<file path="src/rtl/mii_rx_pkg.sv">
package mii_rx_pkg;

  localparam logic [3:0] SFD_NIB = 4'b1101;

  typedef enum logic [1:0] {
    STRIP_NONE = 2'd0,
    STRIP_SOME = 2'd1,
    STRIP_ALL  = 2'd2,
    STRIP_ALT  = 2'd3
  } strip_mode_e;

  typedef enum logic [1:0] {
    ASM_HUNT = 2'd0,
    ASM_LO   = 2'd1,
    ASM_HI   = 2'd2
  } asm_state_e;

  typedef struct packed {
    logic [7:0] data;
    logic       sof;
    logic       err;
  } byte_rec_t;

  function automatic logic is_sfd(input logic [3:0] n);
    return n == SFD_NIB;
  endfunction

  // Decide whether a preamble nibble (before delimiter) passes.
  function automatic logic pre_pass(input logic [1:0] mode, input logic drop_done);
    case (mode)
      STRIP_NONE: return 1'b1;
      STRIP_SOME: return drop_done;
      default:    return 1'b0;
    endcase
  endfunction

  function automatic logic [7:0] join_nibbles(input logic [3:0] lo, input logic [3:0] hi);
    return {hi, lo};
  endfunction

endpackage

</file>
<file path="src/rtl/mii_rx_pre_filter.sv">
module mii_rx_pre_filter #(
  parameter int DROP_NIB = 4
) (
  input  logic       clk,
  input  logic       rst_n,
  input  logic       nib_valid,
  input  logic [3:0] nib,
  input  logic [1:0] mode,
  output logic       pass_o,
  output logic       sfd_hit_o
);
  import mii_rx_pkg::*;

  localparam int CW = $clog2(DROP_NIB + 1) < 1 ? 1 : $clog2(DROP_NIB + 1);
  localparam logic [CW-1:0] DROP_LIM = CW'(DROP_NIB);

  logic          seen_q;
  logic [CW-1:0] cnt_q;
  logic          drop_done;

  assign drop_done = cnt_q >= DROP_LIM;
  assign sfd_hit_o = nib_valid && !seen_q && is_sfd(nib);
  assign pass_o    = nib_valid && (seen_q || sfd_hit_o || pre_pass(mode, drop_done));

  always_ff @(negedge clk or negedge rst_n) begin
    if (!rst_n) begin
      seen_q <= 1'b0;
      cnt_q  <= '0;
    end else if (!nib_valid) begin
      seen_q <= 1'b0;
      cnt_q  <= '0;
    end else if (sfd_hit_o) begin
      seen_q <= 1'b1;
    end else if (!seen_q && !drop_done) begin
      cnt_q <= cnt_q + 1'b1;
    end
  end

  // the drop counter never runs past its limit
  p_cnt_bounded_r5: assert property (@(negedge clk) disable iff (!rst_n)
    cnt_q <= DROP_LIM);

endmodule

</file>
<file path="src/rtl/mii_rx_launch.sv">
module mii_rx_launch (
  input  logic       clk,
  input  logic       rst_n,
  input  logic       pass,
  input  logic [3:0] nib,
  input  logic       err,
  input  logic       car,
  output logic [3:0] rxd_o,
  output logic       dv_o,
  output logic       er_o,
  output logic       crs_o
);

  always_ff @(negedge clk or negedge rst_n) begin
    if (!rst_n) begin
      rxd_o <= '0;
      dv_o  <= 1'b0;
      er_o  <= 1'b0;
      crs_o <= 1'b0;
    end else begin
      rxd_o <= pass ? nib : 4'h0;
      dv_o  <= pass;
      er_o  <= pass && err;
      crs_o <= car;
    end
  end

endmodule

</file>
<file path="src/rtl/mii_rx_byte_asm.sv">
module mii_rx_byte_asm (
  input  logic       clk,
  input  logic       rst_n,
  input  logic       dv,
  input  logic [3:0] rxd,
  input  logic       er,
  output logic [7:0] out_data,
  output logic       out_valid,
  output logic       out_sof,
  output logic       out_eof,
  output logic       out_align,
  output logic       out_err
);
  import mii_rx_pkg::*;

  asm_state_e state_q;
  logic [3:0] lo_q;
  logic       lo_err_q;
  logic       first_q;
  logic       pend_valid_q;
  byte_rec_t  pend_q;

  // named events for assertions
  logic sfd_found;
  logic byte_done;
  logic frame_end;

  assign sfd_found = dv && (state_q == ASM_HUNT) && is_sfd(rxd);
  assign byte_done = dv && (state_q == ASM_HI);
  assign frame_end = !dv && (state_q != ASM_HUNT);

  always_ff @(posedge clk or negedge rst_n) begin
    if (!rst_n) begin
      state_q      <= ASM_HUNT;
      lo_q         <= '0;
      lo_err_q     <= 1'b0;
      first_q      <= 1'b1;
      pend_valid_q <= 1'b0;
      pend_q       <= '0;
      out_data     <= '0;
      out_valid    <= 1'b0;
      out_sof      <= 1'b0;
      out_eof      <= 1'b0;
      out_align    <= 1'b0;
      out_err      <= 1'b0;
    end else begin
      out_data  <= '0;
      out_valid <= 1'b0;
      out_sof   <= 1'b0;
      out_eof   <= 1'b0;
      out_align <= 1'b0;
      out_err   <= 1'b0;
      if (sfd_found) begin
        state_q <= ASM_LO;
      end else if (dv && state_q == ASM_LO) begin
        lo_q     <= rxd;
        lo_err_q <= er;
        state_q  <= ASM_HI;
      end else if (byte_done) begin
        if (pend_valid_q) begin
          out_data  <= pend_q.data;
          out_valid <= 1'b1;
          out_sof   <= pend_q.sof;
          out_err   <= pend_q.err;
        end
        pend_q.data  <= join_nibbles(lo_q, rxd);
        pend_q.sof   <= first_q;
        pend_q.err   <= lo_err_q || er;
        pend_valid_q <= 1'b1;
        first_q      <= 1'b0;
        state_q      <= ASM_LO;
      end else if (frame_end) begin
        if (pend_valid_q) begin
          out_data  <= pend_q.data;
          out_valid <= 1'b1;
          out_sof   <= pend_q.sof;
          out_err   <= pend_q.err;
          out_eof   <= 1'b1;
          out_align <= (state_q == ASM_HI);
        end
        pend_valid_q <= 1'b0;
        first_q      <= 1'b1;
        state_q      <= ASM_HUNT;
      end
    end
  end

  // alignment error only on the closing byte
  p_align_with_eof_r11: assert property (@(posedge clk) disable iff (!rst_n)
    out_align |-> out_eof);
  // end marker only on a valid byte
  p_eof_valid_r10: assert property (@(posedge clk) disable iff (!rst_n)
    out_eof |-> out_valid);
  // start marker only on a valid byte
  p_sof_valid_r9: assert property (@(posedge clk) disable iff (!rst_n)
    out_sof |-> out_valid);
  // no byte is produced while still hunting inside a frame
  p_hunt_silent_r7: assert property (@(posedge clk) disable iff (!rst_n)
    (state_q == ASM_HUNT && dv) |=> !out_valid);

endmodule

</file>
<file path="src/rtl/mii_rx_deframer.sv">
module mii_rx_deframer #(
  parameter int DROP_NIB = 4
) (
  input  logic       rx_clk,
  input  logic       rst_n,
  input  logic [1:0] strip_mode,
  input  logic       car_in,
  input  logic       nib_valid,
  input  logic [3:0] nib_data,
  input  logic       nib_err,
  output logic [3:0] mii_rxd,
  output logic       mii_rx_dv,
  output logic       mii_rx_er,
  output logic       mii_crs,
  output logic [7:0] byte_data,
  output logic       byte_valid,
  output logic       byte_sof,
  output logic       byte_eof,
  output logic       byte_align_err,
  output logic       byte_err
);
  import mii_rx_pkg::*;

  logic nib_pass;
  logic sfd_hit;

  mii_rx_pre_filter #(.DROP_NIB(DROP_NIB)) filt_i (
    .clk       (rx_clk),
    .rst_n     (rst_n),
    .nib_valid (nib_valid),
    .nib       (nib_data),
    .mode      (strip_mode),
    .pass_o    (nib_pass),
    .sfd_hit_o (sfd_hit)
  );

  mii_rx_launch launch_i (
    .clk   (rx_clk),
    .rst_n (rst_n),
    .pass  (nib_pass),
    .nib   (nib_data),
    .err   (nib_err),
    .car   (car_in),
    .rxd_o (mii_rxd),
    .dv_o  (mii_rx_dv),
    .er_o  (mii_rx_er),
    .crs_o (mii_crs)
  );

  mii_rx_byte_asm asm_i (
    .clk       (rx_clk),
    .rst_n     (rst_n),
    .dv        (mii_rx_dv),
    .rxd       (mii_rxd),
    .er        (mii_rx_er),
    .out_data  (byte_data),
    .out_valid (byte_valid),
    .out_sof   (byte_sof),
    .out_eof   (byte_eof),
    .out_align (byte_align_err),
    .out_err   (byte_err)
  );

  // quiet data and error while not valid
  p_rxd_zero_idle_r6: assert property (@(negedge rx_clk) disable iff (!rst_n)
    !mii_rx_dv |-> (mii_rxd == 4'h0));
  p_er_needs_dv_r6: assert property (@(negedge rx_clk) disable iff (!rst_n)
    mii_rx_er |-> mii_rx_dv);
  // carrier sense is the carrier input one falling edge later
  p_crs_follow_r2: assert property (@(negedge rx_clk) disable iff (!rst_n)
    $past(rst_n) |-> (mii_crs == $past(car_in)));
  // in strip-all mode, valid rises on the delimiter
  p_full_strip_first_r4: assert property (@(negedge rx_clk) disable iff (!rst_n)
    (strip_mode[1] && $rose(mii_rx_dv)) |-> (mii_rxd == SFD_NIB));
  // the filter only marks a delimiter on a valid nibble
  p_sfd_hit_valid_r4: assert property (@(negedge rx_clk) disable iff (!rst_n)
    sfd_hit |-> nib_pass);

endmodule

</file>
<file path="config.mk">
export PLATFORM = sky130hd
export DESIGN_NAME = mii_rx_deframer
export DESIGN_NICKNAME = d
export VERILOG_FILES = /design/src/rtl/mii_rx_pkg.sv /design/src/rtl/mii_rx_pre_filter.sv /design/src/rtl/mii_rx_launch.sv /design/src/rtl/mii_rx_byte_asm.sv /design/src/rtl/mii_rx_deframer.sv
export SDC_FILE = /design/constraint.sdc
export NUM_CORES = 1
export LEC_CHECK = 0
export BUFFER_PORTS_ARGS = -buffer_cell sky130_fd_sc_hd__buf_4
export CORE_MARGIN = 10
export CORE_UTILIZATION = 45
export DETAILED_ROUTE_END_ITERATION = 6
export GPL_TIMING_DRIVEN = 1
export PLACE_DENSITY = 0.67
export SKIP_CTS_REPAIR_TIMING = 1
export SKIP_LAST_GASP = 1
export SLEW_MARGIN = 5
export SYNTH_ARGS = -nofsm -noshare
export SYNTH_HDL_FRONTEND = slang
export SYNTH_SLANG_ARGS = --single-unit
</file>
<file path="constraint.sdc">
create_clock -name rx_clk -period 1.4 [get_ports rx_clk]
set_input_delay 0.07 -clock rx_clk [delete_from_list [all_inputs] [get_ports rx_clk]]
set_output_delay 0.07 -clock rx_clk [all_outputs]
set_load 0.005 [all_outputs]
</file>
Word-level counts from Yosys, hierarchy flattened:

Cells that the tools add are included.

* $add $sub $neg: 1
* $lt $le $gt $ge: 1
* equality and inequality tests: 8
* muxes and demuxes: 43
* bitwise gates (word level): 2
* reductions and logical operators: 25

Operator list (count)
* 8-bit 2-to-1 mux: 5
* 1-bit 2-to-1 mux: 29
* 1-bit logical AND: 10
* 3-bit 2-to-1 mux: 3
* 4-bit == test, second input constant: 2
* 2-bit 2-to-1 mux: 4
* 3-bit AND reduction: 2
* 2-bit by 1-bit == test with 1-bit output, second input constant: 2
* 2-bit logical NOT: 2
* 4-bit 2-to-1 mux: 1
* 2-bit by 1-bit inequality test with 1-bit output, second input constant: 2
* 2-bit AND reduction: 2
* 2-bit nonzero test: 2
* 4-bit nonzero test: 1
* 3-bit by 1-bit adder with 3-bit output, second input constant: 1
* 3-bit >= comparator, second input constant: 1
* 1-bit logical NOT: 3
* 1-bit logical OR: 3
* 2-bit == test, second input constant: 1
* 2-bit inequality test, second input constant: 1
* 1-bit inverter: 2
* 1-bit one-hot mux with 2 select lines: 1

* flip-flop bits (word level): 43
* input port bits: 11
* output and inout bits: 20
* logic and storage cells: 100

Depth between registers and ports, before layout:

* word-level depth: 7
* gate-level depth with buffers: 5
* gate-level depth less buffers: 4

Modules after synthesis:

Synthesis repeated with hierarchy kept, for this count alone.

* cell total of the unflattened synthesis: 117
* area, all modules: 1674.1 um^2

Modules (own cells, without submodules)
* mii_rx_byte_asm: instances 1, cells an instance 79, area an instance 1197.4 um^2, sequential area each 802.0 um^2
* mii_rx_pre_filter: instances 1, cells an instance 26, area an instance 270.3 um^2, sequential area each 100.1 um^2
* mii_rx_launch: instances 1, cells an instance 12, area an instance 206.4 um^2, sequential area each 175.2 um^2

==> flow_summary.yaml <==
sta:
  final_max_slew_viol_count: 0
  slew_headroom_pct: 62.06
  final_hold_viol_count: 0
  rsz0062_at_grt: "true"
  setup_viol: 39
  whs_ns: 0.4631
  worst_slew_pin_slew_ns: 0.5654
  layout_setup_ws_ns: -0.4696
  clock_skew_ns: 0.008123
synth:
  synth_cell_type_count: 30
  synth_area_sq_um: 1665
  ys_seq_elements: 43
  avgSynthCellArea_sq_um: 13.88
  synth_cells: 120
  seq_area_frac_synth_pct: 64.69
  synth_edf_count: 0
  synthArstFlopShare_pct: 100.0
  syn-num-nets: 133
  synth_warnings: 0
  synthFlopType: "dfrtp_1"
critical_path:
  r2r_cells: 3
  cpPeakStageDelay_ns: 0.48
  worst-path-buf-inv: 0
  critical_path_required_ns: 1.58
  critPathSlowestCell: "dfrtn_1"
  path_class: "flip-flop to flip-flop"
  timing.rr.start: "launch_i.dv_o$_DFF_NN0_"
  r2r_slack_ns: -0.47
  cp-end-kind: "flip-flop"
  r2r-end: "asm_i.lo_q[0]$_DFFE_PN0P_"
  crit_arrival_ns: 2.05
  crit_chain: "and2_4, nand2b_4, mux2_4"
  start_kind: "flip-flop"
  cp_top_family: "flip-flops"
  path_max_fanout: 5
place:
  placedCellCount: 200
  place_congestion: 0.6946
  dp_hpwl_um: 2272
  place_area_sq_um: 2004
  port_buffers: 30
  dp_slack_ns: -0.4826
cells_and_area:
  layout_common_cells: "31 x dfrtp_1, 30 x buf_4, 11 x nand2_1, 11 x mux2_4, 11 x dfrtn_1"
  layout.nets: 177
  drive_above_1_share_pct: 44.24
  antenna_cells: 0
  final_cells: 213
  mostFrequentLayoutCell: "dfrtp_1"
  area_delta_synth_final_pct: 33.13
  finalInstanceArea_sq_um: 2217
floorplanning:
  die_area_sq_um: 6534
  start_util_pct: 46.18
  die_x_um: 80.84
  num_io_pins: 31
  coreArea_sq_um: 3606
  num_rows: 22
  die_y_um: 80.84
cts:
  clk_pin_slew_worst_paths_ns: 0.08
  cts_sinks: 43
  cts_made_buffers: 5
  cts-htree-levels: 2
  cts_root_buf: "clkbuf_8"
  cts_buffer_depth: 2
  cts_tree: "built"
  clock_latency_ns: 0.29
drt:
  wl_um: 3007
  drt-initial-drc-count: 33
  drt_pass1_iterations: 3
  post_drt_wl_per_cell_um: 14.12
  via_per_inst: 4.803
  vias: 1023
  postRouteAntennaNets: 0
  drc: 0
power_and_ir_drop:
  power_leakage_nw: 1.187
  peakVddDrop_mv: 0.6262
  cellPowerDensity_nw_per_um2: 1083
worst_hold_path:
  hp-start: "car_in"
  min_to: "launch_i.crs_o$_DFF_NN0_"
  min_path_type: "primary input to flip-flop"
  hold_depth: 1
global_route:
  grt_pass1_wl_um: 4892
  grt_pass1_vias: 1060
  grt_max_degree: 33
  antenna_found_initial: 0
  track_usage_pct: 9.640
  grt_overflow: 0
job:
  drv_cap: 0
run_status:
  violations: "setup timing"
  status: "complete, but fails checks"
sequential cells by signal, summed over array words and instances, names as in the netlist, 2 cells and up:
register	cells
asm_i.pend_q	10
asm_i.out_data	8
asm_i.lo_q	4
launch_i.rxd_o	4
filt_i.cnt_q	3
asm_i.state_q	2
cell usage after synthesis, types with 2 or more instances:
cell	instances	area [sq um]
mux2_1	8	90.09
mux2i_1	3	30.03
nor2_1	5	18.77
buf_4	3	22.52
inv_1	5	18.77
nand2_1	11	41.29
mux2_4	5	75.07
ha_1	2	25.02
a21boi_1	4	30.03
o21a_1	2	15.01
dfrtn_1	11	275.3
dfrtp_1	31	775.7
and2_1	10	62.56
o21ai_1	4	20.02
kinds of logic (layout without fill, tap and decap cells):
| group | Yosys count | count (layout) | share of synthesized area, % |
|---|---|---|---|
| mux | 16 | 16 | 11.72 |
| fa+ha+maj | 2 | 2 | 1.502 |
| buf+inv | 10 | 54 | 3.005 |
| compound gates | 14 | 14 | 6.161 |
| simple gates | 35 | 36 | 12.92 |
| flops | 43 | 43 | 64.69 |
through the flow:
step           power [mW]  setup TNS [ns]  util [%]
6_report            2.401          -14.65     61.49
5_1_grt             2.510          -16.31     61.49
4_1_cts             2.412          -14.64     58.71
3_5_place_dp        1.476          -13.78     55.59
3_3_place_gp        1.467          -12.50     55.59
2_1_floorplan       1.389          -12.20         -
worst max path at each step:
stage / startpoint / endpoint / slack [ns] / cells after the start
6_report: launch_i.dv_o$_DFF_NN0_ / asm_i.lo_q[0]$_DFFE_PN0P_ / -0.47 / 3
5_1_grt: launch_i.dv_o$_DFF_NN0_ / asm_i.pend_q[5]$_DFFE_PN0P_ / -0.51 / 2
4_1_cts: launch_i.dv_o$_DFF_NN0_ / asm_i.lo_q[0]$_DFFE_PN0P_ / -0.49 / 3
3_5_place_dp: launch_i.dv_o$_DFF_NN0_ / asm_i.lo_err_q$_DFFE_PN0P_ / -0.48 / 3
3_3_place_gp: launch_i.dv_o$_DFF_NN0_ / asm_i.lo_err_q$_DFFE_PN0P_ / -0.44 / 3
2_1_floorplan: launch_i.dv_o$_DFF_NN0_ / asm_i.lo_err_q$_DFFE_PN0P_ / -0.52 / 4
per-layer routing:
metal / track usage, % / share of wire, %
met1: 11.03 / 42
met5: 0 / 0
met2: 14.73 / 48
met3: 4.194 / 8.4
met4: 5.709 / 1.7
where the power goes:
part,leakage [nW],switching (mW),internal (mW)
clock network,0.0581,0.407,0.531
logic,0.539,0.0756,0.0830
registers,0.590,0.0314,1.27
total,1.19,0.514,1.89
layout make-up:
| class | count | area [sq um] |
|---|---|---|
| timing repair buffer | 41 | 347.8 |
| tap | 48 | 60.06 |
| multi-input combinational | 68 | 600.6 |
| fill | 285 | 1389 |
| clock buffer | 5 | 68.82 |
| sequential | 43 | 1077 |
| inverter | 5 | 18.77 |
| clock inverter | 3 | 43.79 |
Power figures use the tool's default switching activity.
